==> config.mk <==
export PLATFORM = sky130hd
export DESIGN_NAME = irq_route_ctrl
export DESIGN_NICKNAME = d
export VERILOG_FILES = /design/src/rtl/irq_route_pkg.sv /design/src/rtl/irq_route_regs.sv /design/src/rtl/irq_route_cond.sv /design/src/rtl/irq_route_arb.sv /design/src/rtl/irq_route_ctrl.sv
export SDC_FILE = /design/constraint.sdc
export NUM_CORES = 2
export LEC_CHECK = 0
export BUFFER_PORTS_ARGS = -buffer_cell sky130_fd_sc_hd__buf_4
export CELL_PAD_IN_SITES_DETAIL_PLACEMENT = 0
export CELL_PAD_IN_SITES_GLOBAL_PLACEMENT = 1
export CORE_MARGIN = 1.5
export CORE_UTILIZATION = 44
export CTS_CLUSTER_SIZE = 40
export DETAILED_ROUTE_END_ITERATION = 8
export GPL_ROUTABILITY_DRIVEN = 1
export PLACE_DENSITY_LB_ADDON = 0.08
export RECOVER_POWER = 25
export SYNTH_ARGS = -nofsm -noshare
export SYNTH_HDL_FRONTEND = slang
export SYNTH_HIERARCHICAL = 1
export SYNTH_SLANG_ARGS = --single-unit
==> constraint.sdc <==
create_clock -name clk -period 4 [get_ports clk]
set_clock_uncertainty 0.2 [all_clocks]
set_input_delay 0.8 -clock clk [delete_from_list [all_inputs] [get_ports clk]]
set_output_delay 0.8 -clock clk [all_outputs]
set_load 0.01 [all_outputs]
==> src/rtl/irq_route_pkg.sv <==
package irq_route_pkg;

    localparam logic [4:0] OFS_INDEX = 5'h00;
    localparam logic [4:0] OFS_DATA  = 5'h10;

    localparam logic [7:0] IDX_ID  = 8'h00;
    localparam logic [7:0] IDX_VER = 8'h01;
    localparam logic [7:0] IDX_TBL = 8'h10;

    localparam int B_MASK    = 16;
    localparam int B_LEVEL   = 15;
    localparam int B_IRR     = 14;
    localparam int B_ACTLOW  = 13;
    localparam int B_LOGICAL = 11;

    typedef struct packed {
        logic       mask;
        logic       level;
        logic       act_low;
        logic       logical;
        logic [7:0] vector;
        logic [7:0] dest;
    } redir_t;

    typedef struct packed {
        logic [7:0] vector;
        logic [7:0] dest;
        logic       logical;
        logic       level;
    } msg_t;

    localparam redir_t REDIR_RESET = '{mask: 1'b1, default: '0};

    function automatic logic [31:0] low_word(redir_t e, logic irr);
        logic [31:0] w;
        w            = '0;
        w[B_MASK]    = e.mask;
        w[B_LEVEL]   = e.level;
        w[B_IRR]     = irr;
        w[B_ACTLOW]  = e.act_low;
        w[B_LOGICAL] = e.logical;
        w[7:0]       = e.vector;
        return w;
    endfunction

    function automatic redir_t apply_low(redir_t e, logic [31:0] w);
        redir_t r;
        r         = e;
        r.mask    = w[B_MASK];
        r.level   = w[B_LEVEL];
        r.act_low = w[B_ACTLOW];
        r.logical = w[B_LOGICAL];
        r.vector  = w[7:0];
        return r;
    endfunction

endpackage

==> src/rtl/irq_route_regs.sv <==
module irq_route_regs
    import irq_route_pkg::*;
#(
    parameter int         NUM_IN   = 24,
    parameter logic [7:0] ID_RESET = 8'h00,
    parameter logic [7:0] VER_CODE = 8'h20
) (
    input  logic                      clk,
    input  logic                      rst,
    input  logic                      acc_valid,
    input  logic                      acc_write,
    input  logic [4:0]                acc_addr,
    input  logic [31:0]               acc_wdata,
    output logic [31:0]               acc_rdata,
    input  logic [NUM_IN-1:0]         irr_set,
    input  logic                      eoi_valid,
    input  logic [7:0]                eoi_vector,
    output redir_t [NUM_IN-1:0]       entries,
    output logic [NUM_IN-1:0]         irr
);
    localparam int SEL_W   = $clog2(NUM_IN);
    localparam int TBL_END = 16 + 2 * NUM_IN;

    logic [7:0]       index_q;
    logic [7:0]       unit_id_q;
    logic [7:0]       tbl_off;
    logic [SEL_W-1:0] sel;
    logic             in_tbl;
    logic             hi_word;
    logic             wr_index;
    logic             wr_data;
    logic [31:0]      data_sel;

    assign wr_index = acc_valid && acc_write && (acc_addr == OFS_INDEX);
    assign wr_data  = acc_valid && acc_write && (acc_addr == OFS_DATA);
    assign tbl_off  = index_q - IDX_TBL;
    assign sel      = tbl_off[SEL_W:1];
    assign hi_word  = tbl_off[0];
    assign in_tbl   = (index_q >= IDX_TBL) && (int'(index_q) < TBL_END);

    always_ff @(posedge clk) begin
        if (rst) begin
            index_q   <= '0;
            unit_id_q <= ID_RESET;
        end else begin
            if (wr_index)
                index_q <= acc_wdata[7:0];
            if (wr_data && index_q == IDX_ID)
                unit_id_q <= acc_wdata[31:24];
        end
    end

    for (genvar i = 0; i < NUM_IN; i++) begin : g_entry
        logic hit;
        assign hit = wr_data && in_tbl && (sel == SEL_W'(i));

        always_ff @(posedge clk) begin
            if (rst) begin
                entries[i] <= REDIR_RESET;
                irr[i]     <= 1'b0;
            end else begin
                if (hit && hi_word)
                    entries[i].dest <= acc_wdata[31:24];
                else if (hit)
                    entries[i] <= apply_low(entries[i], acc_wdata);
                if (irr_set[i])
                    irr[i] <= 1'b1;
                else if (eoi_valid && eoi_vector == entries[i].vector)
                    irr[i] <= 1'b0;
            end
        end
    end

    always_comb begin
        data_sel = '0;
        if (index_q == IDX_ID)
            data_sel = {unit_id_q, 24'h0};
        else if (index_q == IDX_VER)
            data_sel = {8'h0, 8'(NUM_IN - 1), 8'h0, VER_CODE};
        else if (in_tbl && hi_word)
            data_sel = {entries[sel].dest, 24'h0};
        else if (in_tbl)
            data_sel = low_word(entries[sel], irr[sel]);
    end

    always_comb begin
        case (acc_addr)
            OFS_INDEX: acc_rdata = {24'h0, index_q};
            OFS_DATA:  acc_rdata = data_sel;
            default:   acc_rdata = '0;
        endcase
    end

endmodule

==> src/rtl/irq_route_cond.sv <==
module irq_route_cond
    import irq_route_pkg::*;
#(
    parameter int NUM_IN = 24
) (
    input  logic                clk,
    input  logic                rst,
    input  logic [NUM_IN-1:0]   irq_in,
    input  redir_t [NUM_IN-1:0] entries,
    input  logic [NUM_IN-1:0]   irr,
    input  logic [NUM_IN-1:0]   deliver,
    output logic [NUM_IN-1:0]   req
);
    for (genvar i = 0; i < NUM_IN; i++) begin : g_line
        logic s1, s2, act, act_q, pend;

        assign act = s2 ^ entries[i].act_low;

        always_ff @(posedge clk) begin
            if (rst) begin
                s1    <= 1'b0;
                s2    <= 1'b0;
                act_q <= 1'b0;
                pend  <= 1'b0;
            end else begin
                s1    <= irq_in[i];
                s2    <= s1;
                act_q <= act;
                if (!entries[i].mask && !entries[i].level && act && !act_q)
                    pend <= 1'b1;
                else if (deliver[i])
                    pend <= 1'b0;
            end
        end

        assign req[i] = !entries[i].mask &&
                        (entries[i].level ? (act && !irr[i]) : pend);
    end

endmodule

==> src/rtl/irq_route_arb.sv <==
module irq_route_arb
    import irq_route_pkg::*;
#(
    parameter int NUM_IN = 24,
    localparam int SRC_W = $clog2(NUM_IN)
) (
    input  logic                clk,
    input  logic                rst,
    input  logic [NUM_IN-1:0]   req,
    input  redir_t [NUM_IN-1:0] entries,
    input  logic                msg_ready,
    output logic                msg_valid,
    output msg_t                hold,
    output logic [SRC_W-1:0]    hold_src,
    output logic [NUM_IN-1:0]   deliver,
    output logic [NUM_IN-1:0]   irr_set
);
    logic [SRC_W-1:0] pick;
    logic             accept;

    always_comb begin
        pick = '0;
        for (int i = NUM_IN - 1; i >= 0; i--)
            if (req[i]) pick = SRC_W'(i);
    end

    assign accept = msg_valid && msg_ready;

    always_ff @(posedge clk) begin
        if (rst) begin
            msg_valid <= 1'b0;
            hold      <= '0;
            hold_src  <= '0;
        end else if (accept) begin
            msg_valid <= 1'b0;
        end else if (!msg_valid && |req) begin
            msg_valid    <= 1'b1;
            hold_src     <= pick;
            hold.vector  <= entries[pick].vector;
            hold.dest    <= entries[pick].dest;
            hold.logical <= entries[pick].logical;
            hold.level   <= entries[pick].level;
        end
    end

    always_comb begin
        deliver = '0;
        if (accept) deliver[hold_src] = 1'b1;
        irr_set = deliver & {NUM_IN{hold.level}};
    end

endmodule

==> src/rtl/irq_route_ctrl.sv <==
module irq_route_ctrl
    import irq_route_pkg::*;
#(
    parameter int         NUM_IN   = 24,
    parameter logic [7:0] ID_RESET = 8'h00,
    parameter logic [7:0] VER_CODE = 8'h20
) (
    input  logic              clk,
    input  logic              rst,
    input  logic              acc_valid,
    input  logic              acc_write,
    input  logic [4:0]        acc_addr,
    input  logic [31:0]       acc_wdata,
    output logic [31:0]       acc_rdata,
    input  logic [NUM_IN-1:0] irq_in,
    input  logic              eoi_valid,
    input  logic [7:0]        eoi_vector,
    output logic              msg_valid,
    input  logic              msg_ready,
    output logic [7:0]        msg_vector,
    output logic [7:0]        msg_dest,
    output logic              msg_logical
);
    localparam int SRC_W = $clog2(NUM_IN);

    redir_t [NUM_IN-1:0] entries;
    logic [NUM_IN-1:0]   irr;
    logic [NUM_IN-1:0]   req;
    logic [NUM_IN-1:0]   deliver;
    logic [NUM_IN-1:0]   irr_set;
    logic [NUM_IN-1:0]   mask_vec;
    msg_t                hold;
    logic [SRC_W-1:0]    hold_src;

    for (genvar i = 0; i < NUM_IN; i++) begin : g_mask
        assign mask_vec[i] = entries[i].mask;
    end

    irq_route_regs #(.NUM_IN(NUM_IN), .ID_RESET(ID_RESET), .VER_CODE(VER_CODE)) u_regs (
        .clk(clk), .rst(rst),
        .acc_valid(acc_valid), .acc_write(acc_write), .acc_addr(acc_addr),
        .acc_wdata(acc_wdata), .acc_rdata(acc_rdata),
        .irr_set(irr_set), .eoi_valid(eoi_valid), .eoi_vector(eoi_vector),
        .entries(entries), .irr(irr)
    );

    irq_route_cond #(.NUM_IN(NUM_IN)) u_cond (
        .clk(clk), .rst(rst), .irq_in(irq_in), .entries(entries),
        .irr(irr), .deliver(deliver), .req(req)
    );

    irq_route_arb #(.NUM_IN(NUM_IN)) u_arb (
        .clk(clk), .rst(rst), .req(req), .entries(entries),
        .msg_ready(msg_ready), .msg_valid(msg_valid), .hold(hold),
        .hold_src(hold_src), .deliver(deliver), .irr_set(irr_set)
    );

    assign msg_vector  = hold.vector;
    assign msg_dest    = hold.dest;
    assign msg_logical = hold.logical;

endmodule

==> results.md <==
| Result | Value | Unit |
| --- | --- | --- |
| Result of the run | finished, violations left | - |
| Failing checks | capacitance limit, slew limit, setup timing | - |
| Data arrival time of the worst path | 3030 | ps |
| Slew @ Worst Pin | 2250 | ps |
| Post-DP Area | 0.0379 | sq mm |
| Non-filler instance count after layout | 5,319 | - |
| Clock-pin transition on the worst setup and hold timing paths | 60 | ps |
| EDFF count, synth | 0 | - |
| Worst setup path endpoint | acc_rdata[29] | - |
| Multi-input gate area | 0.0203 | sq mm |
| Number of detailed-routing iterations run before antenna repair | 5 | - |
| Number of cells on the worst hold path | 2 | - |
| Switch Pwr | 0.00330 | W |
| Number of I/O port buffers | 104 | - |
| Antenna violations before repair | 3 | - |
| Area of the core | 0.0778 | sq mm |
| Worst stage delay on the critical path | 710 | ps |
| Starting DRT DRC Count | 3,568 | - |
| Num CTS Buffers | 75 | - |
| Async S/R FF share, synth | 0 | % |
| FP Rows | 102 | - |
| Sequential cell area | 0.0128 | sq mm |
| Reg2reg path depth | 14 | - |
| Combinational share of power | 3.8 | % |
| Area share of the largest cell type after synthesis | 36.9 | % |
| Hold wc startpoint | irq_in[22] | - |
| Critical Path Source Type | flip-flop | - |
| Endpoint required time on the critical path | 3000 | ps |
| Post-synth top flop | dfxtp_1 | - |
| Via count | 31,900 | - |
| # H-tree levels | 3 | - |
| Wire length per cell after detailed routing | 25.8 | microns |
| Global-route wire length before repair | 200,000 | microns |
| Remaining number of nets flagged by the antenna check after routing | 0 | - |
| Fill cell count | 7,531 | - |
| Post-DP HPWL | 97,300 | microns |
| Worst-case vdd ir drop | 0.284 | mV |
| Clock tree from TritonCTS | built | - |
| Top area cells in the synthesized netlist | dfxtp_1 37%, mux2i_1 9.5%, nand2_1 8.0% | - |
| Capturing point of the worst reg2reg path | u_arb/hold[7] | - |
| Final weighted congestion in routability-driven placement | 0.908 | - |
| Global route overflow | 0 | - |
| Part of the total power dissipated in sequential elements | 45.3 | % |
| Beginning of the critical path | u_regs/index_q[1] | - |
| Post-detailed-routing wire length | 137,000 | microns |
| Maximum number of pins on one net before global-route repair | 131 | - |
| Average instance area after synthesis | 8.53 | sq um |
| Cell area after layout | 0.0409 | sq mm |
| Clock tree root driver cell | clkbuf_16 | - |
| Largest driver fanout on the critical path | 7 | - |
| Ratio of total power to cell area | 346 | mW/mm^2 |
| Fraction of layout instances using a drive strength above 1 | 17.7 | % |
| Max-slew violation count | 167 | - |
| Boundary pin count | 125 | - |
| Cell area after synthesis | 0.0348 | sq mm |
| Max frequency | 0.248 | GHz |
| Switching part of the total | 23.3 | % |
| DRC | 0 | - |
| Insertion delay to the later sink of the worst-skew pair | 640 | ps |
| Net count reported at finish | 4,296 | - |
| Synth cell types | 90 | - |
| Count of synthesis-stage warnings from yosys | 6 | - |
| Global-route total usage across every layer | 32.8 | % |
| Period minus WS final | 4030 | ps |
| Capturing element type of the critical path | output pin | - |
| Initial Util | 44.6 | % |
| Cell-by-cell trace of the critical path | buf_12 -> buf_4 -> nor2b_1 -> a221oi_1 -> a221o_1 -> a21oi_2 -> buf_4 | - |
| Horizontal die dimension | 284 | microns |
| Top cell type by total area after synthesis | dfxtp_1 | - |
| Worst slew margin relative to its limit | -50.2 | % |
| Most Frequent Cell on Critical Path | buf_4 | - |
| Routed via count divided by cell count | 6.00 | - |
| Total number of clock tree sinks | 640 | - |
| Area delta synth->final | 17.6 | % |
| Cells after synthesis | 4,076 | - |
| Setup slack, reg-to-reg | 60 | ps |
| Worst path setup slack after routing | -27.4 | ps |
| Number of violations of the max-capacitance limit | 3 | - |
| Post-synthesis sequential area ratio | 36.9 | % |
| Reg-to-reg critical path startpoint | u_regs/irr[8] | - |
| Final setup vio count | 1 | - |
| Die area | 0.0807 | sq mm |
| Flop and latch count out of synthesis | 640 | - |
| Leakage Power | 15.8 | nW |
| Hold violation count in the final report | 0 | - |
| Via count of the first global-routing pass | 29,400 | - |
| Worst hold path type | in -> reg | - |
| Final critical-path share of the clock period | 101 | % |
| Die H | 284 | microns |
| CP max stage cell | nor2b_1 | - |
| Commonest cells post-synth | 740 x nand2_1, 640 x dfxtp_1, 406 x nor2_1 | - |
| Most instantiated library cell after synthesis | nand2_1 | - |
| Max clock buf depth | 3 | - |
| Clock Power Share | 50.9 | % |
| Final sum of negative setup slack | -27.4 | ps |
| Internal cell power | 0.0109 | W |
| CP Class | reg -> out | - |
| Placed Instances | 5,162 | - |
[final cells by class]
| type | count | share of cell area [%] |
|---|---|---|
| Multi-Input combinational cell | 2998 | 49.7 |
| Sequential cell | 640 | 31.4 |
| Timing Repair Buffer | 432 | 8.80 |
| Clock buffer | 107 | 5.41 |
| Tap cell | 1040 | 3.18 |
| Clock inverter | 28 | 0.885 |
| Inverter | 72 | 0.664 |
| Antenna cell | 2 | 0.0122 |
[layer usage]
metal | vias to the layer above | global-route usage (%) | part of all wire (%)
met1 | 15700 | 48.8 | 46
met4 | 2 | 8.60 | 2.4
met3 | 205 | 5.89 | 8.9
met5 | - | 0 | 0.0073
li1 | 14700 | - | -
met2 | 1352 | 48.6 | 43
[logic make-up (layout without fill, tap and decap cells)]
| logic type | Yosys count | in the layout | synth area share, % |
|---|---|---|---|
| simple gates | 1659 | 1659 | 22.0 |
| compound gates | 661 | 661 | 13.0 |
| flops | 640 | 640 | 36.9 |
| mux | 452 | 452 | 16.9 |
| buf+inv | 445 | 639 | 5.63 |
| xor+xnor | 216 | 216 | 5.44 |
| fa+ha+maj | 2 | 2 | 0.0720 |
| other cells | 1 | 10 | 0.0108 |
[critical path, delay by kind of cell (launching register included)]
kind                   cells  cell delay (ps)
AOI/OAI and AO/OA          3              820
DFF                        1              360
buffers and inverters      3              490
and+or+nand+nor            1              710
[through the flow]
stage | total power [W] | worst slack (ps) | hold slack (ps) | utilization, %
after floorplan | 0.00689 | 79.5 | 214 | -
after global placement | 0.00709 | -255 | 217 | 48.7
after detailed placement | 0.00708 | -216 | 221 | 48.7
after CTS | 0.0143 | -56.7 | 144 | 52.4
after global routing | 0.0145 | -3.08 | 168 | 52.5
final | 0.0142 | -27.4 | 171 | 52.5
[sequential cells by signal (all words and copies together) (netlist names)]
signal and cells:
u_cond/g_line.s2 24, u_arb/hold 18, u_arb/msg_valid 1, u_cond/g_line.s1 24, u_regs/irr 24, u_cond/g_line.pend 24
u_regs/unit_id_q 8, u_arb/hold_src 5, u_regs/entries 480, u_cond/g_line.act_q 24, u_regs/index_q 8
[repair_timing]
action | in CTS | in global routing
pin swaps | 1 | 2
endpoints found under the setup margin | 32 | 35
endpoints found under the hold margin | 0 | 0
hold buffers | 0 | 0
gates resized for setup | 12 | 25
setup buffers | 12 | 8
[how the worst min path moves through the flow]
stage	to	slack, ps
2_1_floorplan	u_cond/g_line[0].s2	210
3_3_place_gp	u_cond/g_line[18].s2	220
3_5_place_dp	u_cond/g_line[9].s2	220
4_1_cts	u_cond/g_line[22].s1	140
5_1_grt	u_cond/g_line[0].s1	170
6_report	u_cond/g_line[22].s1	170
[power by group through the flow]
stage | Clock, W | Combinational, W | Sequential (W)
2_1_floorplan | 0 | 0.000342 | 0.00655
4_1_cts | 0.00731 | 0.000536 | 0.00641
5_1_grt | 0.00755 | 0.000571 | 0.00641
3_3_place_gp | 0 | 0.000533 | 0.00655
6_report | 0.00720 | 0.000542 | 0.00641
3_5_place_dp | 0 | 0.000531 | 0.00655
[cells in the final DEF, fill, tap and decap left out, types with 32 or more instances in the layout]
master,instances
inv_1,70
o311ai_0,32
xnor2_1,46
o32ai_1,38
nor4_1,48
nor3_1,65
a21oi_1,301
nand3_1,96
clkbuf_1,41
a31oi_1,36
nand4_1,79
nor2b_1,63
clkbuf_16,77
mux2i_1,329
mux4_2,106
nand2_1,740
buf_4,363
nor2_1,399
dfxtp_1,636
xor2_1,168
or4_1,45
Power figures use the tool's default switching activity.
